`src/rtl/clamp_pulse_pkg.sv`:
```
package clamp_pulse_pkg;
  localparam int unsigned CODE_W = 3;
  localparam logic [7:0] CFG_RESET = 8'h1C;
  localparam logic [2:0] MODE_INT = 3'b010;
  localparam logic [2:0] MODE_EXT = 3'b110;
  localparam logic [1:0] MON_INT = 2'b01;

  function automatic logic [7:0] start_clocks(input logic [CODE_W-1:0] code);
    case (code)
      3'd0: start_clocks = 8'd118;
      3'd1: start_clocks = 8'd126;
      3'd2: start_clocks = 8'd132;
      3'd3: start_clocks = 8'd140;
      3'd4: start_clocks = 8'd148;
      3'd5: start_clocks = 8'd156;
      3'd6: start_clocks = 8'd164;
      default: start_clocks = 8'd172;
    endcase
  endfunction

  function automatic logic [7:0] width_clocks(input logic [CODE_W-1:0] code);
    case (code)
      3'd0: width_clocks = 8'd16;
      3'd1: width_clocks = 8'd24;
      3'd2: width_clocks = 8'd28;
      3'd3: width_clocks = 8'd32;
      3'd4: width_clocks = 8'd40;
      3'd5: width_clocks = 8'd44;
      3'd6: width_clocks = 8'd48;
      default: width_clocks = 8'd52;
    endcase
  endfunction
endpackage

```
`src/rtl/clamp_sync_edge.sv`:
```
module clamp_sync_edge #(
  parameter int unsigned STAGES = 2
) (
  input  logic clk_i,
  input  logic rst_ni,
  input  logic async_i,
  output logic fall_o
);
  logic [STAGES-1:0] chain_q;
  logic              prev_q;

  for (genvar g = 0; g < STAGES; g++) begin : g_stage
    if (g == 0) begin : g_first
      always_ff @(posedge clk_i or negedge rst_ni)
        if (!rst_ni) chain_q[g] <= 1'b1;
        else         chain_q[g] <= async_i;
    end else begin : g_next
      always_ff @(posedge clk_i or negedge rst_ni)
        if (!rst_ni) chain_q[g] <= 1'b1;
        else         chain_q[g] <= chain_q[g-1];
    end
  end

  always_ff @(posedge clk_i or negedge rst_ni)
    if (!rst_ni) prev_q <= 1'b1;
    else         prev_q <= chain_q[STAGES-1];

  assign fall_o = prev_q & ~chain_q[STAGES-1];
endmodule

```
`src/rtl/clamp_cfg_reg.sv`:
```
module clamp_cfg_reg
  import clamp_pulse_pkg::*;
(
  input  logic       clk_i,
  input  logic       rst_ni,
  input  logic       we_i,
  input  logic [7:0] wdata_i,
  output logic [7:0] cfg_o
);
  always_ff @(posedge clk_i or negedge rst_ni)
    if (!rst_ni)   cfg_o <= CFG_RESET;
    else if (we_i) cfg_o <= wdata_i;
endmodule

```
`src/rtl/clamp_pulse_timer.sv`:
```
module clamp_pulse_timer
  import clamp_pulse_pkg::*;
#(
  parameter int unsigned CNT_W = 8
) (
  input  logic              clk_i,
  input  logic              rst_ni,
  input  logic              fall_i,
  input  logic [CODE_W-1:0] start_code_i,
  input  logic [CODE_W-1:0] width_code_i,
  output logic [CNT_W-1:0]  cnt_o,
  output logic [CNT_W-1:0]  start_cnt_o,
  output logic [CNT_W-1:0]  width_cnt_o,
  output logic              pulse_o
);
  localparam logic [CNT_W-1:0] CNT_MAX = {CNT_W{1'b1}};

  logic [CODE_W-1:0] start_sh_q, width_sh_q;
  logic [CNT_W-1:0]  rise_at, drop_at;

  assign start_cnt_o = CNT_W'(start_clocks(start_sh_q));
  assign width_cnt_o = CNT_W'(width_clocks(width_sh_q));
  assign rise_at     = start_cnt_o - 1'b1;
  assign drop_at     = start_cnt_o + width_cnt_o - 1'b1;

  // codes are latched at each sync edge so mid-line writes wait a line
  always_ff @(posedge clk_i or negedge rst_ni)
    if (!rst_ni) begin
      start_sh_q <= CFG_RESET[2:0];
      width_sh_q <= CFG_RESET[5:3];
      cnt_o      <= CNT_MAX;
      pulse_o    <= 1'b0;
    end else if (fall_i) begin
      start_sh_q <= start_code_i;
      width_sh_q <= width_code_i;
      cnt_o      <= '0;
      pulse_o    <= 1'b0;
    end else begin
      if (cnt_o != CNT_MAX) cnt_o <= cnt_o + 1'b1;
      if (!pulse_o && cnt_o == rise_at)    pulse_o <= 1'b1;
      else if (pulse_o && cnt_o == drop_at) pulse_o <= 1'b0;
    end
endmodule

```
`src/rtl/clamp_pulse_gen.sv`:
```
module clamp_pulse_gen
  import clamp_pulse_pkg::*;
#(
  parameter int unsigned SYNC_STAGES = 2,
  parameter int unsigned CNT_W       = 8
) (
  input  logic       clk_i,
  input  logic       rst_ni,
  input  logic       hsync_i,
  input  logic       cfg_we_i,
  input  logic [7:0] cfg_wdata_i,
  input  logic [2:0] clamp_mode_i,
  input  logic [1:0] mon_sel_i,
  input  logic       ext_clamp_i,
  output logic [7:0] cfg_o,
  output logic       clamp_o,
  output logic       mon_o
);
  logic             fall_w, pulse_w;
  logic [CNT_W-1:0] cnt_w, start_cnt_w, width_cnt_w;

  clamp_sync_edge #(.STAGES(SYNC_STAGES)) u_sync (
    .clk_i(clk_i), .rst_ni(rst_ni), .async_i(hsync_i), .fall_o(fall_w)
  );

  clamp_cfg_reg u_cfg (
    .clk_i(clk_i), .rst_ni(rst_ni), .we_i(cfg_we_i), .wdata_i(cfg_wdata_i), .cfg_o(cfg_o)
  );

  clamp_pulse_timer #(.CNT_W(CNT_W)) u_timer (
    .clk_i(clk_i), .rst_ni(rst_ni), .fall_i(fall_w),
    .start_code_i(cfg_o[2:0]), .width_code_i(cfg_o[5:3]),
    .cnt_o(cnt_w), .start_cnt_o(start_cnt_w), .width_cnt_o(width_cnt_w),
    .pulse_o(pulse_w)
  );

  always_comb begin
    case (clamp_mode_i)
      MODE_INT: clamp_o = pulse_w;
      MODE_EXT: clamp_o = ext_clamp_i;
      default:  clamp_o = 1'b0;
    endcase
  end

  assign mon_o = pulse_w & (clamp_mode_i == MODE_INT) & (mon_sel_i == MON_INT);
endmodule

```
`config.mk`:
```
export PLATFORM = sky130hd
export DESIGN_NAME = clamp_pulse_gen
export DESIGN_NICKNAME = d
export VERILOG_FILES = /design/src/rtl/clamp_pulse_pkg.sv /design/src/rtl/clamp_sync_edge.sv /design/src/rtl/clamp_cfg_reg.sv /design/src/rtl/clamp_pulse_timer.sv /design/src/rtl/clamp_pulse_gen.sv
export SDC_FILE = /design/constraint.sdc
export NUM_CORES = 1
export LEC_CHECK = 0
export ABC_AREA = 1
export BUFFER_PORTS_ARGS = -buffer_cell sky130_fd_sc_hd__buf_2
export CAP_MARGIN = 20
export CORE_UTILIZATION = 50
export CTS_CLUSTER_SIZE = 10
export DETAILED_ROUTE_END_ITERATION = 6
export GPL_TIMING_DRIVEN = 0
export PLACE_DENSITY_LB_ADDON = 0.15
export SYNTH_ARGS = -nofsm -noshare
export SYNTH_HDL_FRONTEND = slang
export SYNTH_SLANG_ARGS = --single-unit
```
`constraint.sdc`:
```
create_clock -name clk_i -period 2.34 [get_ports clk_i]
set_clock_uncertainty 0.1 [all_clocks]
set_input_delay 0.234 -clock clk_i [delete_from_list [all_inputs] [get_ports clk_i]]
set_output_delay 0.234 -clock clk_i [all_outputs]
set_load 0.005 [all_outputs]
```
# After elaboration in Yosys (flattened, before gate mapping)
# Cells that the tools add are included.
# classes
addsub	4
bitwise	4
n_reduce_logical	7
n_eq_ne	18
mux	8
# ops
cell	n
8-bit one-hot mux with 7 select lines	1
6-bit one-hot mux with 7 select lines	1
3-bit equality test (second input constant)	7
8-bit equality test	2
8-bit 2-to-1 mux	2
8-bit by 1-bit subtractor with 8-bit output (second input constant)	2
3-bit by 2-bit equality test with 1-bit output (second input constant)	5
8-bit by 1-bit adder with 8-bit output (second input constant)	1
8-bit by 6-bit adder with 8-bit output	1
8-bit != test (second input constant)	1
3-bit by 1-bit equality test with 1-bit output (second input constant)	2
3-bit logical NOT	2
1-bit AND	3
1-bit 2-to-1 mux	3
3-bit nonzero test	1
2-bit by 1-bit equality test with 1-bit output (second input constant)	1
1-bit logical AND	2
1-bit one-hot mux with 2 select lines	1
2-bit nonzero test	1
1-bit logical NOT	1
1-bit inverter	1
# word_totals
inputBits	18
regBits	26
elab_cells	49

# Logic depth before layout (Yosys ltp)
# Gate-level depths: netlist of run 1.
# depth
word_depth	9
mapped_depth	17
mapped_depth_nobuf	17

# Modules after synthesis
# A second synthesis of run 1 with hierarchy kept.
# hier_totals
hier_cells	226
area_unflattened_um2	1644.1
# modules_own_cells
module	n_inst	area_each_um2	cells_each
clamp_pulse_timer	1	1187.4	173
clamp_cfg_reg	1	309.0	34
clamp_sync_edge	1	88.8	5
clamp_pulse_gen	1	58.8	14

# Worst setup path before layout of run 1
# Ideal clock, no wire load.
# synth_timing
path_kind	reg2reg
start	reg u_timer.width_sh_q[1]
end	reg u_timer.pulse_o
stages_incl_launch_ff	15
path_buffers	0
setup_time_ns	0.133
synth_period_minus_slack_ns	2.117
t_arrival_ns	1.885
setup_slack_ns	0.223
path_cell_list	dfstp_2 > inv_1 > o21ai_0 > o21ai_0 > ha_1 > nand3_1 > nand3_1 > nand2_1 > nand2_1 > nand2_1 > nand2_1 > nor2_1 > nand3_1 > nand2_1 > a21oi_1
# synth_between
elab_chain_cells	7
# synth_lines
item	line	text
start: declaration	clamp_pulse_timer.sv:18	logic [CODE_W-1:0] start_sh_q, width_sh_q;
start signal: assignment	clamp_pulse_timer.sv:30	width_sh_q <= CFG_RESET[5:3];
start signal: assignment	clamp_pulse_timer.sv:35	width_sh_q <= width_code_i;
3-bit equality test, or another cell as far along	clamp_pulse_pkg.sv:22	case (code)
6-bit one-hot mux with 7 select lines *	clamp_pulse_pkg.sv:22	
8-bit by 6-bit adder with 8-bit output *	clamp_pulse_timer.sv:24	assign drop_at = start_cnt_o + width_cnt_o - 1'b1;
8-bit by 1-bit subtractor with 8-bit output *	clamp_pulse_timer.sv:24	
8-bit equality test *	clamp_pulse_timer.sv:41	else if (pulse_o && cnt_o == drop_at) pulse_o <= 1'b0;
1-bit logical AND *	clamp_pulse_timer.sv:41	
3-bit nonzero test (no source line) *	n/a	
end signal: assignment	clamp_pulse_timer.sv:32	pulse_o <= 1'b0;
end signal: assignment	clamp_pulse_timer.sv:40	if (!pulse_o && cnt_o == rise_at) pulse_o <= 1'b1;
end signal: assignment	clamp_pulse_timer.sv:41	
end: declaration	clamp_pulse_timer.sv:14	output logic pulse_o
# Every way passes the cells marked *; elsewhere a longest branch is shown, timed or not.
# A chain may end at the register's enable or synchronous reset.

# Worst setup path after layout of run 1
# layout_timing
start	reg u_timer.width_sh_q[0]
end	reg u_timer.pulse_o
# Same word-level chain as after synthesis.

==> flow_summary.yaml, run 1 <==
run_status:
  outcome: "finished, violations left"
  violations: "DRC"
routing:
  first_pass_iters: 7
  drtIter0Drc: 49
  totalWireLength_mm: 3.20
  wl_per_cell_um: 12.5
  post_drt_via_cell_ratio: 5.31
  drc_errors: 1
  vias: 1359
  ant_nets: 0
yosys:
  yosys_warnings: 0
  synth_seq_cells: 26
  synth_top_area_frac: 0.290
  avgSynthCellArea_um2: 8.12
  syn_inst: 190
  synth_area_leaders: "dfstp_2, dfrtp_1, nand2_1"
  synthesis.nets: 213
  yosys.area.top_type: "dfstp_2"
  synth.distinct_cells: 31
  netlist_area_um2: 1540
  ys_seq_area_frac: 0.436
sta:
  worst_slew_pin_slew_ns: 0.559
  fin_crit_sh: 0.929
  finalHoldViolations: 0
  setup_viol: 0
  max_slew_margin: 0.627
  max_freq_mhz: 460
  fin_hold_ws_ns: 0.0265
  finalMaxSlewViolations: 0
  finalWorstPathRequiredPeriod_ns: 2.17
  rsz0062_at_grt: "false"
  setup_ws_ns: 0.166
grt:
  grt-ovfl-total: 0
  grtUsageTotal: 0.216
  grt_pass1_wl_mm: 5.60
  grt_pass1_vias: 1356
  antenna_found_initial: 0
  grt_max_degree: 27
worst_setup_path:
  path_depth: 13
  r2r_cells: 13
  rr_endpoint: "u_timer.pulse_o$_DFFE_PN0P_"
  start_kind: "flop"
  r2r_slack_ns: 0.17
  path_buf_inv: 1
  rr_startpoint: "u_timer.width_sh_q[0]$_DFFE_PN1P_"
  crit_top_cell: "nand3_1"
  crit_type: "flop to flop"
  critPathTopFamily: "simple AND/OR/NAND/NOR gates"
  worstPathCellList: "inv_2 > o21ai_2 > o21ai_1 > ha_2 > nand3_2 > nand3_1 > nand2_2 > nand3_1 > nand2_1 > nor2_1 > nand3_1 > nand2_1 > a21oi_1"
  crit_path_max_fanout: 5
  required_ns: 2.44
  cp_slowest_cell: "dfstp_2"
  cpPeakStageDelay_ns: 0.57
  worstSetupEndpointType: "flop"
  arrival_ns: 2.27
floorplanning:
  die_y_um: 57.5
  rows: 19
  start_util: 0.545
  die_area_um2: 3310
  io_pins: 28
  core-area_um2: 2830
  die_w_um: 57.5
finish:
  syn_to_final_growth_pct: 18.7
  fin_nets: 249
  diodes: 0
  drive_gt1_frac: 0.360
  layout_commonest_cell: "nand2_1"
  layout_common_cells: "nand2_1, buf_2, inv_1, dfstp_2, nand3_1"
  post-route-cell-area_um2: 1830
  fin_cells: 256
power_and_ir_drop:
  leakage_uw: 0.000883
  ir_drop_uv: 446
  power.density_nw_per_um2: 760
  power_uw: 1390
placement:
  gp_congestion: 0.926
  portBuffers: 26
  dp_hpwl_mm: 2.42
  dpl_cell_area_um2: 1710
  dpl.cell_count: 247
  pre_cts_ws_ns: -0.0491
cts:
  cts_buffers: 3
  clock-root-buffer: "clkbuf_4"
  clkSinkCount: 26
  clkTransAtPathRegs_ns: 0.15
  cts_tree: "yes"
  clk_path_buf_depth: 2
  worstSkewPairLatency_ns: 0.32
  htreeDepth: 1
hold_path:
  hold_depth: 2
  holdCritStartpoint: "cfg_wdata_i[5]"
  hold_path_class: "primary input to flop"
  hold_path_end: "u_cfg.cfg_o[5]$_DFFE_PN0P_"
job:
  drv_cap: 0
[sequential cells by signal (all words and copies together), names as in the netlist]
signal              cells
u_timer.cnt_o           8
u_sync.prev_q           1
u_timer.start_sh_q      3
u_sync.chain_q          2
u_cfg.cfg_o             8
u_timer.width_sh_q      3
u_timer.pulse_o         1
[worst max-delay path by stage]
stage / slack, ns / start / end
floorplan: 0.22 / u_timer.width_sh_q[1]$_DFFE_PN1P_ / u_timer.pulse_o$_DFFE_PN0P_
CTS: 0.005 / u_timer.width_sh_q[1]$_DFFE_PN1P_ / u_timer.pulse_o$_DFFE_PN0P_
global placement: 0.0008 / u_timer.width_sh_q[1]$_DFFE_PN1P_ / u_timer.pulse_o$_DFFE_PN0P_
global route: 0.01 / u_timer.width_sh_q[1]$_DFFE_PN1P_ / u_timer.pulse_o$_DFFE_PN0P_
detailed placement: -0.05 / u_timer.width_sh_q[1]$_DFFE_PN1P_ / u_timer.pulse_o$_DFFE_PN0P_
finish: 0.17 / u_timer.width_sh_q[0]$_DFFE_PN1P_ / u_timer.pulse_o$_DFFE_PN0P_
[power breakdown]
group	internal (µW)	total, µW	switching [µW]
registers	538	604	66.1
logic	203	483	279
clock network	173	304	131
[cell usage after synthesis, drive strengths merged]
master  count
a211oi      1
nor3        2
dfrtp       9
nor2       12
mux2        8
o211ai      1
ha          5
inv        27
and2        1
a31oi       2
nand2      46
nand4       1
a21oi      11
clkbuf      3
o22ai       1
dfstp      17
xor2        4
nand3      17
nor4        2
buf         2
o21ai      15
nand3b      2
nor3b       1
[repair_timing]
item	4_1_cts	5_1_grt
resized for setup	3	8
endpoints found under the setup margin	1	1
pin swaps	1	5
hold endpoints to repair	10	0
setup buffers	0	3
hold buffers	2	0
[layer usage]
metal / track usage / vias up / routed length, µm
met5: 0 / - / 0
met4: 0.0836 / 0 / 26
met3: 0.0317 / 4 / 90
met2: 0.375 / 26 / 1560
met1: 0.271 / 637 / 1510
li1: - / 692 / -
[kinds of logic (layout without fill, tap and decap cells)]
logic type | count (synthesis) | in the layout | share of synthesized area
DFF | 26 | 26 | 0.436
AOI/OAI and AO/OA | 31 | 31 | 0.109
buffers and inverters | 32 | 67 | 0.0811
xor gates and xnor gates | 4 | 4 | 0.0227
adders and majority gates | 5 | 5 | 0.0406
and+or+nand+nor | 84 | 84 | 0.252
muxes | 8 | 8 | 0.0584
[metrics by stage]
step	utilization	TNS (ns)
2_1_floorplan	-	0
3_3_place_gp	0.605	0
3_5_place_dp	0.605	-0.0491
4_1_cts	0.633	0
5_1_grt	0.647	0
6_report	0.647	0
[layout make-up]
cell class	instances	area (µm²)
clock buffers	3	22.5
repair buffers	31	173
clock inverters	1	30.0
plain buffers	5	23.8
multi-input cells	132	769
fillers	231	998
flip-flops and latches	26	672
well taps	31	38.8
inverters	27	101
[worst register-to-register path: cells and delay by family (launching register included)]
| kind | cells | cell delay (ns) |
|---|---|---|
| compound gates | 3 | 0.30 |
| fa+ha+maj | 1 | 0.40 |
| simple gates | 8 | 0.63 |
| buf+inv | 1 | 0.05 |
| flops | 1 | 0.57 |
No activity file was read; power rests on OpenSTA's default activity.
==> inputs of run 2 (changes only) <==
- SYNTH_HIERARCHICAL: not set -> 1
==> run 2 against run 1 <==
  * The run now ends clean
  * Largest power group unchanged
  * Setup slack got worse by 0.034 ns
  * Cell count rose by 17%
  * Synthesized cell count rose by 14%
  * Via count rose by 3.8%
  * Global-route usage fell by 1.5 points
  * Count of clock-buffer cells in the layout rose by 1
  * Die area rose by 2.6%
  * Area after synthesis rose by 2.7%
  * Register-to-register slack got worse by 0.03 ns
  * Maximum frequency fell by 1.5%
  * Largest cell class unchanged
  * Critical path depth rose by 5
==> flow_summary.yaml, run 2 <==
grt:
  grt-ovfl-total: 0
  grtUsageTotal: 0.201
  grt_max_degree: 27
  met2_usage: 0.325
  grt_busiest_layer: "met2"
  grt_use_met1: 0.279
  grt.met3_usage: 0.0268
  grt_pass1_vias: 1232
  antenna_found_initial: 0
  grt_pass1_wl_mm: 5.22
routing:
  ant_nets: 0
  totalWireLength_mm: 3.15
  drc_errors: 0
  wl_per_cell_um: 10.5
  post_drt_via_cell_ratio: 4.72
  drtIter0Drc: 35
  vias: 1411
  first_pass_iters: 4
cts:
  clkTransAtPathRegs_ns: 0.13
  worstSkewPairLatency_ns: 0.32
  clock-root-buffer: "clkbuf_4"
  htreeDepth: 1
  cts_tree: "yes"
  clk_path_buf_depth: 2
  clkSinkCount: 26
  cts_buffers: 3
sta:
  setup_ws_ns: 0.132
  finalMaxSlewViolations: 0
  fin_crit_sh: 0.943
  fin_hold_ws_ns: 0.000180
  rsz0062_at_grt: "true"
  finalWorstPathRequiredPeriod_ns: 2.21
  worst_slew_pin_slew_ns: 0.539
  setup_viol: 0
  max_freq_mhz: 453
  max_slew_margin: 0.641
  finalHoldViolations: 0
finish:
  diodes: 0
  fin_nets: 279
  top_regs: "u_cfg/cfg_o (8), u_timer/cnt_o (8)"
  layout_common_cells: "nand2_1, inv_1, buf_2, nor2_1, dfstp_2"
  syn_to_final_growth_pct: 21.1
  layout_commonest_cell: "nand2_1"
  fin_cells: 299
  num-fill-cells: 293
  final_core_util: 0.633
  drive_gt1_frac: 0.306
yosys:
  avgSynthCellArea_um2: 7.30
  synthesis.nets: 240
  syn_inst: 217
  netlist_area_um2: 1580
  yosys_warnings: 6
hold_path:
  hold_path_class: "primary input to flop"
power_and_ir_drop:
  power.density_nw_per_um2: 662
  ir_drop_uv: 366
  leakage_uw: 0.000958
floorplanning:
  start_util: 0.523
  die_area_um2: 3400
  die_w_um: 58.3
  die_y_um: 58.3
  io_pins: 28
  rows: 20
  core-area_um2: 3030
job:
  drv_cap: 0
placement:
  pre_cts_ws_ns: -0.159
  portBuffers: 26
  gp_congestion: 0.792
  dp_hpwl_mm: 2.33
  dpl.cell_count: 287
worst_setup_path:
  crit_type: "flop to flop"
  worstSetupEndpointType: "flop"
  critPathTopFamily: "simple AND/OR/NAND/NOR gates"
  path_buf_inv: 3
  required_ns: 2.47
  crit_path_max_fanout: 4
  cp_slowest_cell: "dfstp_2"
  arrival_ns: 2.34
  worstPathCellList: "inv_4 > nand2_2 > nand2_2 > a21oi_2 > a21oi_2 > ha_1 > nand2_1 > inv_2 > nand2_2 > nand2_2 > nand2_2 > nand2_1 > nand2_1 > nand2_1 > nor2_1 > nand3_1 > nand2_1 > inv_1"
  cpPeakStageDelay_ns: 0.57
  start_kind: "flop"
run_status:
  outcome: "finished, final reports clean"
run 2: cell types whose count changed in the layout (fill, tap and decap cells not counted), sizes merged, moves of 2 or more:
cell,previous run,this run
nor3,2,4
nor2,12,23
o21ai,15,12
o31ai,0,2
dlygate4sd3,2,6
nand2,46,74
mux2,8,0
a31oi,2,0
inv,27,33
nand3b,2,0
xnor2,0,2
nand3,17,14
run 2: worst register-to-register path: stages (launching register included):
cell     delay (ns)
dfstp_2        0.57
inv_4          0.05
nand2_2        0.05
nand2_2        0.07
a21oi_2        0.14
a21oi_2        0.05
ha_1           0.30
nand2_1        0.09
inv_2          0.05
nand2_2        0.06
nand2_2        0.06
nand2_2        0.09
nand2_1        0.06
nand2_1        0.05
nand2_1        0.05
nor2_1         0.08
nand3_1        0.09
nand2_1        0.08
inv_1          0.03
run 2: power breakdown:
group	switching (µW)	leakage, µW	internal (µW)
clock	125	0.0000150	66.8
sequential	59.7	0.000290	534
combinational	282	0.000653	203
total	467	0.000958	803
run 2: per-layer routing:
metal | vias up | part of all wire
met5 | - | 0
met4 | 0 | 0.015
li1 | 750 | -
met1 | 642 | 0.50
met3 | 5 | 0.015
met2 | 14 | 0.47
run 2: final timing paths:
kind / to / cells after the start / slack (ns) / startpoint
worst max-delay path: u_timer/pulse_o$_DFFE_PN0P_ / 18 / 0.13 / u_timer/width_sh_q[0]$_DFFE_PN1P_
worst max register to register: u_timer/pulse_o$_DFFE_PN0P_ / 18 / 0.13 / u_timer/width_sh_q[0]$_DFFE_PN1P_
min in group asynchronous: u_timer/pulse_o$_DFFE_PN0P_ / 2 / 0.32 / rst_ni
max in group asynchronous: u_timer/cnt_o[5]$_DFFE_PN1P_ / 2 / 1.44 / rst_ni
worst min register to register: u_sync/chain_q[1]$_DFF_PN1_ / 0 / 0.27 / u_sync/chain_q[0]$_DFF_PN1_
worst min-delay path: u_cfg/cfg_o[4]$_DFFE_PN1P_ / 3 / 0.0002 / cfg_wdata_i[4]
run 2: final cells by class:
cell class | count | area [µm²] | area share
buffer | 4 | 23.8 | 0.0124
tap | 44 | 55.1 | 0.0287
multi-input combinational | 153 | 806 | 0.420
inverter | 34 | 130 | 0.0678
sequential | 26 | 672 | 0.350
clock buffer | 4 | 26.3 | 0.0137
timing repair buffer | 34 | 205 | 0.107
run 2: what timing repair did:
action,CTS,global route
pin swaps,1,11
setup buffers,0,2
hold buffers,6,0
gates resized for setup,3,15
setup endpoints to repair,1,1
endpoints found under the hold margin,14,0
run 2: stage by stage:
| step | area (µm²) | power (µW) | setup TNS (ns) |
|---|---|---|---|
| 6_report | 1920 | 1270 | 0 |
| 2_1_floorplan | 1580 | 918 | 0 |
| 4_1_cts | 1860 | 1240 | 0 |
| 3_3_place_gp | 1770 | 1020 | -0.0917 |
| 3_5_place_dp | 1770 | 1030 | -0.159 |
| 5_1_grt | 1920 | 1380 | -0.0506 |
